$ cat config.mk
export PLATFORM = sky130hd
export DESIGN_NAME = mtx_span_ctr
export DESIGN_NICKNAME = d
export VERILOG_FILES = /design/src/rtl/mtx_span_ctr.sv
export SDC_FILE = /design/constraint.sdc
export NUM_CORES = 1
export LEC_CHECK = 0
export ABC_AREA = 1
export BUFFER_PORTS_ARGS = -buffer_cell sky130_fd_sc_hd__buf_2
export CORE_MARGIN = 2
export CORE_UTILIZATION = 53
export DETAILED_ROUTE_END_ITERATION = 6
export PLACE_DENSITY = 0.78
export SLEW_MARGIN = 0
export SYNTH_ARGS = -nofsm -noshare
export SYNTH_HDL_FRONTEND = slang
export SYNTH_SLANG_ARGS = --single-unit
$ cat constraint.sdc
create_clock -name clk -period 1.9 [get_ports clk]
set_clock_uncertainty 0.05 [all_clocks]
set_input_delay 0.38 -clock clk [delete_from_list [all_inputs] [get_ports clk]]
set_output_delay 0.38 -clock clk [all_outputs]
set_load 0.005 [all_outputs]
$ cat src/rtl/mtx_span_ctr.sv
module mtx_span_ctr #(
  parameter int COL_W = 7,
  parameter int ROW_W = 6
) (
  input  logic             clk,
  input  logic             rst_n,
  input  logic [COL_W-1:0] col_cnt_i,
  input  logic [ROW_W-1:0] row_cnt_i,
  input  logic             line_start_i,
  input  logic             frame_wrap_i,
  input  logic             col_adv_i,
  input  logic             row_done_i,
  output logic             col_last_o,
  output logic             row_last_o
);
  localparam int CW = COL_W + 1;

  logic [CW-1:0]    col_q;
  logic [ROW_W-1:0] row_q;

  assign col_last_o = &col_q;
  assign row_last_o = &row_q;

  always_ff @(posedge clk or negedge rst_n) begin
    if (!rst_n)
      col_q <= '1;
    else if (line_start_i)
      col_q <= ~{col_cnt_i, 1'b0};
    else if (col_adv_i && !col_last_o)
      col_q <= col_q + 1'b1;
  end

  always_ff @(posedge clk or negedge rst_n) begin
    if (!rst_n)
      row_q <= '1;
    else if (frame_wrap_i)
      row_q <= ~row_cnt_i;
    else if (row_done_i && !row_last_o)
      row_q <= row_q + 1'b1;
  end

  a_r2_col_preset: assert property (@(posedge clk) disable iff (!rst_n)
    line_start_i && (col_cnt_i != '0) |=> !col_last_o);
  a_r9_col_zero: assert property (@(posedge clk) disable iff (!rst_n)
    line_start_i && (col_cnt_i == '0) |=> col_last_o);
  a_r4_col_hold: assert property (@(posedge clk) disable iff (!rst_n)
    col_last_o && !line_start_i |=> col_last_o);
  a_r5_col_priority: assert property (@(posedge clk) disable iff (!rst_n)
    line_start_i && col_adv_i && (col_cnt_i != '0) |=> !col_last_o);
  a_r6_row_preset: assert property (@(posedge clk) disable iff (!rst_n)
    frame_wrap_i && (row_cnt_i != '0) |=> !row_last_o);
  a_r7_row_hold: assert property (@(posedge clk) disable iff (!rst_n)
    row_last_o && !frame_wrap_i |=> row_last_o);
  a_r8_row_priority: assert property (@(posedge clk) disable iff (!rst_n)
    frame_wrap_i && row_done_i && (row_cnt_i != '0) |=> !row_last_o);
  a_r3_col_quiet: assert property (@(posedge clk) disable iff (!rst_n)
    !line_start_i && !col_adv_i |=> $stable(col_last_o));
endmodule

## After elaboration in Yosys (flattened, before gate mapping)

Index checks and enable logic that the tools add are counted.

| storage, ports and cells | value |
|---|---|
| logic and storage cells | 18 |
| register bits after elaboration | 14 |

| operators by class | value |
|---|---|
| bitwise logic cells | 2 |
| add/sub/neg operators | 2 |
| reduce and logical (&&, ||, !) cells | 8 |
| mux-type cells | 4 |

Operators with widths:

| cell | number |
|---|---|
| $mux 8 | 2 |
| $mux 6 | 2 |
| $add 8x1->8 const B | 1 |
| $not 8->8 | 1 |
| $reduce_and 8->1 | 1 |
| $add 6x1->6 const B | 1 |
| $not 6->6 | 1 |
| $reduce_and 6->1 | 1 |
| $reduce_bool 2->1 | 2 |
| $logic_and 1x1->1 | 2 |
| $logic_not 1->1 | 2 |

## Logic depth before layout (Yosys ltp)

Gate-level depths: netlist of run 1.

| logic depth | value |
|---|---|
| depth in word-level cells | 5 |
| gate-level depth with buffers | 8 |
| depth with buffers taken out | 8 |

## Worst setup path after synthesis of run 1

Ideal clock, no wire load.

| path | value |
|---|---|
| kind | register to output |
| start point | reg col_q[1] |
| end point | out col_last_o |
| cell stages (with the launch flop) | 6 |
| path buffers | 0 |
| arrival time | 1052 ps |
| setup slack | 418 ps |
| cells stage by stage | dfstp_2 -> ha_1 -> nand2_2 -> nor2_4 -> nand2_4 -> inv_1 |

| on the way | value |
|---|---|
| cells in the longest elaborated chain, start to end | 1 |

RTL lines:

| item | RTL line | text |
|---|---|---|
| start: declaration | 18 | `logic [CW-1:0] col_q;` |
| start signal: assignment | 28 | `col_q <= ~{col_cnt_i, 1'b0};` |
| start signal: assignment | 30 | `col_q <= col_q + 1'b1;` |
| $reduce_and 8->1 | 21 | `assign col_last_o = &col_q;` |
| end: declaration | 13 | `output logic col_last_o,` |

Every way passes these cells.

## Worst setup path in the final report of run 1

| path | value |
|---|---|
| start point | reg col_q[0] |
| end point | out col_last_o |

Same word-level chain as after synthesis.

==> out/metrics.cfg, run 1 <==
[placement]
gp_congestion=0.862
port_buffers=20
dp_hpwl_um=1540

[logic_synthesis]
synth_flop_cell=dfstp_2
yosysTopAreaCellShare_pct=36.0
synth.most_common_cell=nand2_1
ys_seq_area_share_pct=36.0
ys_async_sr_fraction_pct=100
synth_top_area_cell=dfstp_2
synth_cell_types=24
ys_ff_latch=14
yosysWarnings=0
syn_nets=162
syn_inst=141
synthTopCellsByArea=dfstp_2 36%, nand2_1 16%, nand3_1 9.3%, inv_1 4.0%, nor2_1 4.0%
synth_commonest_cells=43 x nand2_1, 19 x nand3_1, 14 x dfstp_2, 11 x inv_1, 11 x nor2_1
syn_area_mm2=0.00102
syn_avg_cell_area_um2=7.25
synth_edf_count=0

[timing]
max_freq_mhz=548
tightest_slew_ns=0.297
tns_ns=0
slew_headroom_pct=80.2
min_period_ns=1.82
holdWs_ns=0.178
hold_violations=0
setup_violations=0
final_max_slew_viol_count=0
rsz0062_at_grt=no
min_period_over_period_pct=96.0

[critical_path]
slowest_stage=dfstp_2
startpoint_type=flop
worst_ep_arrival_time_ns=1.39
critPathCaptureType=output pin
worst-path-max-fanout=3
rr_worst_depth=8
crit_type=reg2out
slowest_delay_ns=0.56
path_cells=ha_4 -> nand2_2 -> nor2_4 -> nand2_4 -> inv_1 -> buf_2
r2r_end=col_q[6]$_DFFE_PN1P_
r2r_start=col_q[0]$_DFFE_PN1P_
crit_required_ns=1.47
regToRegSetupSlack_ns=0.45

[grt]
grt_antenna_before_repair=0
grt_use_total_pct=22.2
grt_pass1_wl_um=3490
grt-busiest-layer=met2
met2_usage_pct=37.3
grt-ovfl-total=0
grt_util_met3_pct=6.79
grt_max_degree=19
grt_pass1_vias=847
grt_use_met1_pct=28.0

[clocking]
clock_path_buffers=2
cts.hold.buffers_added=0
cts_sinks=14
clk_latency_ns=0.28
cts_tree=done
cts_htree_levels=1
root_buffer=clkbuf_4
cts_buffers=3
cts.clk_slew.worst_paths_ns=0.08

[cells_and_area]
fin_nets=188
utilization_pct=69.6
drive_above_1_share_pct=36.1
fillers=167
area_growth_syn_to_layout_pct=20.1
antennaDiodeCount=0

[power_and_ir_drop]
vdd_drop_max_uv=628
power_density_mw_per_mm2=748
p_leak_nw=0.617

[routing]
avgRoutedWirePerCell_um=11.2
drt_iter0_drc=30
avgViaCountPerCell=5.01
route.vias.total=957
antenna_left=0
dr.pass1.iters=4
drc_errors=0
totalWireLength_um=2130

[floorplan]
num_rows=15
coreArea_mm2=0.00176
die_w_um=47.9
initial_core_util_pct=57.9
die_area_mm2=0.00230
pin_count=21
die_h_um=47.9

[flow_run]
cap_violations=0

[outcome]
status=complete, no violations

[hold_path]
min-delay-path-class=in2async

-- placed cells by master, fill, tap and decap left out, drive strengths merged --
cell type and count:
buf 23, xnor2 2, inv 14, o21ai 12, nand2 48, clkinv 1
nor2 13, or3 1, dfstp 14, nand4 3, or2 5, clkbuf 4
a21oi 4, nand3 20, ha 2
-- stage by stage --
stage	area (um^2)	power, W	worst slack (ns)	cells
CTS	1210	0.000906	0.0222	190
global route	1230	0.000988	0.00592	191
floorplan	1020	0.000609	0.418	141
finish	1230	0.000918	0.0765	191
detailed placement	1140	0.000677	0.266	184
global placement	1140	0.000667	0.311	184
-- flip-flops by register name (all words and copies together) (netlist names) --
name,flops
col_q,8
row_q,6
-- area by class of cell --
cell class	instances	area [um^2]	area share [%]
Clock buffer	4	36.3	2.96
Inverter	15	56.3	4.59
Multi-Input combinational cell	110	613	49.9
Sequential cell	14	368	30.0
Tap cell	25	31.3	2.55
Timing Repair Buffer	23	123	9.99
-- where the power goes --
group,total [W],internal [W],switching [W],leakage [nW]
Combinational,0.000271,0.000122,0.000149,0.449
Sequential,0.000438,0.000378,0.0000601,0.147
Clock,0.000210,0.000117,0.0000930,0.0210
Total,0.000918,0.000617,0.000302,0.617
-- routing by layer --
metal | vias to the layer above | part of all wire [%] | wire [um]
met5 | - | 0 | 0
met4 | 0 | 0.47 | 10
li1 | 506 | - | -
met3 | 2 | 4.1 | 87
met2 | 13 | 49 | 1040
met1 | 436 | 47 | 996
-- worst max-delay path: cells and delay by family (launching register included) --
kind | cells | cell delay [ns]
adders and majority gates | 1 | 0.14
buffers and inverters | 2 | 0.15
DFF | 1 | 0.56
and+or+nand+nor | 3 | 0.27
-- how the worst max path moves through the flow --
stage	startpoint	to	slack, ns	depth (start not counted)
floorplan	col_q[1]$_DFFE_PN1P_	col_last_o	0.42	5
global placement	col_q[1]$_DFFE_PN1P_	col_last_o	0.31	6
CTS	col_q[0]$_DFFE_PN1P_	col_last_o	0.02	6
global route	col_q[1]$_DFFE_PN1P_	col_last_o	0.006	6
finish	col_q[0]$_DFFE_PN1P_	col_last_o	0.08	6
detailed placement	col_q[1]$_DFFE_PN1P_	col_last_o	0.27	6
-- repair_timing --
| action | CTS | global route |
|---|---|---|
| resized for setup | 2 | 2 |
| setup endpoints to repair | 1 | 2 |
| buffers inserted | 2 | 1 |
| pin swaps | 1 | 1 |
| endpoints found under the hold margin | 0 | 0 |
-- kinds of logic (layout without fill, tap and decap cells) --
group / after synthesis / count (layout) / synth area share, %
buffers and inverters: 17 / 42 / 6.49
and+or+nand+nor: 90 / 90 / 43.7
xor gates and xnor gates: 2 / 2 / 1.71
adders and majority gates: 2 / 2 / 2.45
AOI/OAI and AO/OA: 16 / 16 / 9.67
DFF: 14 / 14 / 36.0
No activity file was read; power rests on OpenSTA's default activity.
==> run 2, diff against run 1 <==
--- a/config.mk
+++ b/config.mk
@@ -8,9 +8,9 @@
 export ABC_AREA = 1
 export BUFFER_PORTS_ARGS = -buffer_cell sky130_fd_sc_hd__buf_2
 export CORE_MARGIN = 2
-export CORE_UTILIZATION = 53
+export CORE_UTILIZATION = 48
 export DETAILED_ROUTE_END_ITERATION = 6
-export PLACE_DENSITY = 0.78
+export PLACE_DENSITY = 0.74
 export SLEW_MARGIN = 0
 export SYNTH_ARGS = -nofsm -noshare
 export SYNTH_HDL_FRONTEND = slang
==> constraint.sdc (replaced) <==
create_clock -name clk -period 1.5 [get_ports clk]
set_clock_uncertainty 0.05 [all_clocks]
set_input_delay 0.3 -clock clk [delete_from_list [all_inputs] [get_ports clk]]
set_output_delay 0.3 -clock clk [all_outputs]
set_load 0.005 [all_outputs]
==> run 2 against run 1 <==
- the flow now finishes with violations (negative setup slack)
- global-route usage down 2.1 points
- first-iteration DRC count shrank 37%
- wire length increased by 12%
- total power is 42% higher
- sequential share of layout area is 4.1 points lower
- die area increased by 9.5%
- worst setup slack worse by 0.29 ns
- register-to-register slack worse by 0.50 ns
- sequential power up 27%
- via count up 7.7%
- highest routed layer unchanged
==> out/metrics.cfg, run 2 (synthesis results as in run 1) <==
[timing]
slew_headroom_pct=73.1  ; was 80.2%
hold_violations=0  ; unchanged
tightest_slew_ns=0.403  ; was 0.297 ns
setup_violations=12  ; was 0
final_max_slew_viol_count=0  ; unchanged
min_period_over_period_pct=114
rsz0062_at_grt=yes  ; was no
max_freq_mhz=585
min_period_ns=1.71
setup_ws_ns=-0.210  ; was 0.0765 ns
holdWs_ns=0.0890  ; was 0.178 ns

[cells_and_area]
largest_reg_flops=8  ; unchanged
area_growth_syn_to_layout_pct=39.3  ; was 20.1%
stdcell_count=205  ; was 191
fillers=148  ; was 167
final_cell_mix=37 x nand2_1, 20 x buf_2, 17 x nand3_1, 14 x dfstp_2, 13 x buf_4  ; was 43 x nand2_1, 20 x buf_2, 19 x nand3_1, 14 x dfstp_2
utilization_pct=71.8  ; was 69.6%
antennaDiodeCount=0  ; unchanged
drive_above_1_share_pct=48.9  ; was 36.1%
reg.largest.list=col_q: 8 flops, row_q: 6 flops  ; unchanged
fin_nets=200  ; was 188
final_common_cell=nand2_1  ; unchanged
top_register=col_q  ; unchanged

[clocking]
cts_tree=done  ; unchanged
cts_sinks=14  ; unchanged
root_buffer=clkbuf_4  ; unchanged
cts.clk_slew.worst_paths_ns=0.09  ; was 0.08 ns
clk_latency_ns=0.29  ; was 0.28 ns
clock_path_buffers=2  ; unchanged
cts_htree_levels=1  ; unchanged
cts.hold.buffers_added=0  ; unchanged
cts_buffers=3  ; unchanged

[grt]
grt_pass1_vias=938  ; was 847
grt_util_met3_pct=5.06  ; was 6.79%
grt-busiest-layer=met2  ; unchanged
grt_pass1_wl_um=3880  ; was 3490 um
met2_usage_pct=33.1  ; was 37.3%
grt-ovfl-total=0  ; unchanged
grt_antenna_before_repair=0  ; unchanged
grt_use_total_pct=20.1  ; was 22.2%
grt_use_met1_pct=25.5  ; was 28.0%
grt_max_degree=19  ; unchanged

[outcome]
violations=negative setup slack
status=complete, but fails checks  ; was complete, no violations

[placement]
dpl.cell_count=190  ; was 184
gp_congestion=0.816  ; was 0.862
port_buffers=20  ; unchanged
dp_hpwl_um=1600  ; was 1540 um
dp_slack_ns=-0.0142  ; was 0.266 ns

[routing]
dr.pass1.iters=4  ; unchanged
route.vias.total=1031  ; was 957
avgRoutedWirePerCell_um=11.6  ; was 11.2 um
antenna_left=0  ; unchanged
drt_iter0_drc=19  ; was 30
drc_errors=0  ; unchanged
totalWireLength_um=2380  ; was 2130 um
avgViaCountPerCell=5.03  ; was 5.01

[critical_path]
slowest_stage=dfstp_2  ; unchanged
rr_worst_depth=9  ; was 8
crit_top_cell=nand2_4
slowest_delay_ns=0.57  ; was 0.56 ns
worst-path-max-fanout=2  ; was 3
regToRegSetupSlack_ns=-0.05  ; was 0.45 ns
path_cells=ha_4 -> nand2_4 -> nor2_4 -> nand2_4 -> inv_2 -> buf_2  ; was ha_4 -> nand2_2 -> nor2_4 -> nand2_4 -> inv_1 -> buf_2
r2r_end=col_q[0]$_DFFE_PN1P_  ; was col_q[6]$_DFFE_PN1P_
worst_ep_arrival_time_ns=1.36  ; was 1.39 ns
startpoint_type=flop  ; unchanged
crit_type=reg2out  ; unchanged
critPathCaptureType=output pin  ; unchanged
r2r_start=col_q[0]$_DFFE_PN1P_  ; unchanged
crit_required_ns=1.15  ; was 1.47 ns

[power_and_ir_drop]
power_density_mw_per_mm2=918  ; was 748 mW/mm^2
vdd_drop_max_uv=829  ; was 628 uV
p_total_w=0.00131  ; was 0.000918 W
p_leak_nw=0.694  ; was 0.617 nW

[floorplan]
pin_count=21  ; unchanged
die_h_um=50.2  ; was 47.9 um
die_area_mm2=0.00252  ; was 0.00230 mm^2
coreArea_mm2=0.00198  ; was 0.00176 mm^2
die_w_um=50.2  ; was 47.9 um
num_rows=16  ; was 15
initial_core_util_pct=51.6  ; was 57.9%

[flow_run]
cap_violations=0  ; unchanged

[hold_path]
min-delay-path-class=in2async  ; unchanged

[run 2: cell count changes in the layout (fill, tap and decap cells not counted), sizes merged]
cell and delta:
buf +11, nand2 +1
[run 2: report_power, final]
group | switching, W | leakage, nW | total, W | internal (W)
logic | 0.000248 | 0.526 | 0.000476 | 0.000228
clock network | 0.000127 | 0.0210 | 0.000275 | 0.000148
registers | 0.0000782 | 0.147 | 0.000556 | 0.000478
[run 2: timing repair]
action,4_1_cts,5_1_grt
cloned,0,1
endpoints found under the hold margin,0,0
buffers inserted,6,5
pin swaps,5,13
setup endpoints to repair,2,16
resized for setup,8,22
[run 2: how the worst max path moves through the flow]
| stage | depth (start not counted) | slack [ns] | to | start |
|---|---|---|---|---|
| finish | 6 | -0.21 | col_last_o | col_q[0]$_DFFE_PN1P_ |
| global route | 6 | -0.26 | col_last_o | col_q[0]$_DFFE_PN1P_ |
| CTS | 6 | -0.23 | col_last_o | col_q[1]$_DFFE_PN1P_ |
| detailed placement | 6 | -0.01 | col_last_o | col_q[0]$_DFFE_PN1P_ |
| global placement | 6 | 0.01 | col_last_o | col_q[0]$_DFFE_PN1P_ |
| floorplan | 5 | 0.1 | col_last_o | col_q[1]$_DFFE_PN1P_ |
[run 2: stage by stage]
step | TNS (ns) | instance area, um^2
3_5_place_dp | -0.0142 | 1180
3_3_place_gp | 0 | 1180
5_1_grt | -1.49 | 1420
4_1_cts | -0.507 | 1300
2_1_floorplan | 0 | 1020
6_report | -0.557 | 1420
[run 2: area by class of cell]
type | instances | area, um^2 | share of cell area, %
Clock buffer | 4 | 36.3 | 2.55
Tap cell | 27 | 33.8 | 2.37
Timing Repair Buffer | 34 | 209 | 14.7
Inverter | 15 | 56.3 | 3.95
Multi-Input combinational cell | 111 | 721 | 50.6
Sequential cell | 14 | 368 | 25.8
[run 2: critical path, delay by kind of cell (launching register included)]
kind / cells / cell delay, ns
DFF: 1 / 0.57
and+or+nand+nor: 3 / 0.22
adders and majority gates: 1 / 0.15
buffers and inverters: 2 / 0.13
[run 2: layer usage]
layer	vias up	share of wire [%]
met4	0	1.8
li1	535	-
met1	471	46
met5	-	0
met3	6	3.5
met2	19	48
==> run 3, diff against run 2 <==
--- a/config.mk
+++ b/config.mk
@@ -8,10 +8,10 @@
 export ABC_AREA = 1
 export BUFFER_PORTS_ARGS = -buffer_cell sky130_fd_sc_hd__buf_2
 export CORE_MARGIN = 2
-export CORE_UTILIZATION = 48
+export CORE_UTILIZATION = 55
 export DETAILED_ROUTE_END_ITERATION = 6
-export PLACE_DENSITY = 0.74
-export SLEW_MARGIN = 0
+export PLACE_DENSITY = 0.8
+export SLEW_MARGIN = 20
 export SYNTH_ARGS = -nofsm -noshare
 export SYNTH_HDL_FRONTEND = slang
 export SYNTH_SLANG_ARGS = --single-unit
==> constraint.sdc (replaced) <==
create_clock -name clk -period 2.1 [get_ports clk]
set_clock_uncertainty 0.05 [all_clocks]
set_input_delay 0.42 -clock clk [delete_from_list [all_inputs] [get_ports clk]]
set_output_delay 0.42 -clock clk [all_outputs]
set_load 0.005 [all_outputs]
==> run 3 against run 2 <==
- final cell count down 8.3%
- critical path depth unchanged
- sequential power down 29%
- die area down 12%
- the run now ends clean
- register-to-register slack better by 0.64 ns
- non-clock buffer count down 14
- wire length down 15%
- clock power down 29%
- design area down 17%
- global-route usage up 0.64 points
- combinational power down 54%
- critical endpoint unchanged
==> out/metrics.cfg, run 3 (synthesis results as in run 1) <==
[placement]
dpl_cell_area_mm2=0.00114  ; was 0.00118 mm^2
gp_congestion=0.819  ; was 0.816
port_buffers=20  ; unchanged
dp_hpwl_um=1580  ; was 1600 um

[hold_path]
min-delay-path-class=in2async  ; unchanged

[timing]
max_freq_mhz=505
setup_violations=0  ; was 12
min_period_over_period_pct=94.3
final_max_slew_viol_count=0  ; unchanged
slew_headroom_pct=79.1  ; was 73.1%
hold_violations=0  ; unchanged
tightest_slew_ns=0.313  ; was 0.403 ns
min_period_ns=1.98
rsz0062_at_grt=no  ; was yes
tns_ns=0  ; was -0.557 ns

[critical_path]
path_cells=ha_1 -> nand2_2 -> nor2_4 -> nand2_4 -> inv_1 -> buf_2  ; was ha_4 -> nand2_4 -> nor2_4 -> nand2_4 -> inv_2 -> buf_2
cp.depth=6  ; unchanged
slowest_stage=dfstp_2  ; unchanged
regToRegSetupSlack_ns=0.59  ; was -0.05 ns
path_delay_family=flip-flops  ; unchanged
critPathCaptureType=output pin  ; unchanged
crit_required_ns=1.63  ; was 1.15 ns
worst-path-max-fanout=4  ; was 2
r2r_start=col_q[1]$_DFFE_PN1P_  ; was col_q[0]$_DFFE_PN1P_
slowest_delay_ns=0.56  ; was 0.57 ns
r2r_end=col_q[0]$_DFFE_PN1P_  ; unchanged
startpoint=col_q[1]$_DFFE_PN1P_  ; was col_q[0]$_DFFE_PN1P_
worst_ep_arrival_time_ns=1.51  ; was 1.36 ns
rr_worst_depth=8  ; was 9
startpoint_type=flop  ; unchanged
path_buf_inv=2  ; unchanged
crit_type=reg2out  ; unchanged

[cells_and_area]
regArea_um2=368  ; unchanged
final_cell_area_mm2=0.00118  ; was 0.00142 mm^2
fillers=161  ; was 148
fin_nets=185  ; was 200
reg.largest.list=col_q: 8 flops, row_q: 6 flops  ; unchanged
top_register=col_q  ; unchanged
final_cell_mix=43 x nand2_1, 20 x buf_2, 19 x nand3_1, 14 x dfstp_2  ; was 37 x nand2_1, 20 x buf_2, 17 x nand3_1, 14 x dfstp_2, 13 x buf_4
multiInputGateArea_um2=588  ; was 721 um^2
area_growth_syn_to_layout_pct=15.4  ; was 39.3%
drive_above_1_share_pct=33.7  ; was 48.9%
final_common_cell=nand2_1  ; unchanged
largest_reg_flops=8  ; unchanged
antennaDiodeCount=0  ; unchanged

[routing]
route.vias.total=947  ; was 1031
avgRoutedWirePerCell_um=10.8  ; was 11.6 um
avgViaCountPerCell=5.04  ; was 5.03
drc_errors=0  ; unchanged
drt_iter0_drc=20  ; was 19
totalWireLength_um=2040  ; was 2380 um
dr.pass1.iters=5  ; was 4
antenna_left=0  ; unchanged

[floorplan]
die_area_mm2=0.00222  ; was 0.00252 mm^2
num_rows=15  ; was 16
coreArea_mm2=0.00175  ; was 0.00198 mm^2
die_w_um=47.1  ; was 50.2 um
die_h_um=47.1  ; was 50.2 um
initial_core_util_pct=58.6  ; was 51.6%
pin_count=21  ; unchanged

[power_and_ir_drop]
power_density_mw_per_mm2=681  ; was 918 mW/mm^2
p_leak_nw=0.601  ; was 0.694 nW
vdd_drop_max_uv=442  ; was 829 uV
p_total_w=0.000804  ; was 0.00131 W

[clocking]
cts_repair_resize_count=0  ; was 8
root_buffer=clkbuf_4  ; unchanged
cts.clk_slew.worst_paths_ns=0.09  ; about the same
cts_buffers=3  ; unchanged
clk_latency_ns=0.28  ; was 0.29 ns
cts_htree_levels=1  ; unchanged
cts.hold.buffers_added=0  ; unchanged
clock_path_buffers=2  ; unchanged
cts_setup_buffers=0  ; was 6
cts_tree=done  ; unchanged
cts_sinks=14  ; unchanged

[outcome]
status=complete, no violations  ; was complete, but fails checks

[flow_run]
cap_violations=0  ; unchanged

[grt]
grt_pass1_vias=788  ; was 938
grt-ovfl-total=0  ; unchanged
grt_antenna_before_repair=0  ; unchanged
grt_max_degree=19  ; unchanged
grt_pass1_wl_um=3220  ; was 3880 um
grt_use_total_pct=20.7  ; was 20.1%

## run 3: worst max path at each step
stage	end	slack [ns]
2_1_floorplan	col_last_o	0.58
3_3_place_gp	col_last_o	0.47
3_5_place_dp	col_last_o	0.44
4_1_cts	col_last_o	0.11
5_1_grt	col_last_o	0.03
6_report	col_last_o	0.12
## run 3: where the power goes
part | total [W] | internal, W | switching, W | leakage [nW]
Combinational | 0.000217 | 0.0000905 | 0.000127 | 0.433
Clock | 0.000194 | 0.000105 | 0.0000890 | 0.0210
Sequential | 0.000392 | 0.000341 | 0.0000505 | 0.147
Total | 0.000804 | 0.000537 | 0.000266 | 0.601
## run 3: area by class of cell
cell class	instances	area share (%)
sequential	14	31.2
inverter	15	4.77
tap	25	2.65
clock buffer	4	3.08
multi-input combinational	110	49.8
timing repair buffer	20	8.48
## run 3: per-layer routing
layer,GRT usage [%],up-vias,part of all wire (%)
met2,32.6,21,45
met5,0,-,0
li1,-,502,-
met3,4.62,2,4.2
met1,28.3,422,50
met4,6.67,0,1.1
## run 3: through the flow
stage               setup WS (ns)  std cells  util, %  hold slack (ns)
finish                      0.120        188     67.6            0.228
global route               0.0294        188     67.6            0.251
CTS                         0.110        188     67.6            0.238
detailed placement          0.435        184     65.5            0.448
global placement            0.472        184     65.5            0.443
floorplan                   0.578        141        -            0.222
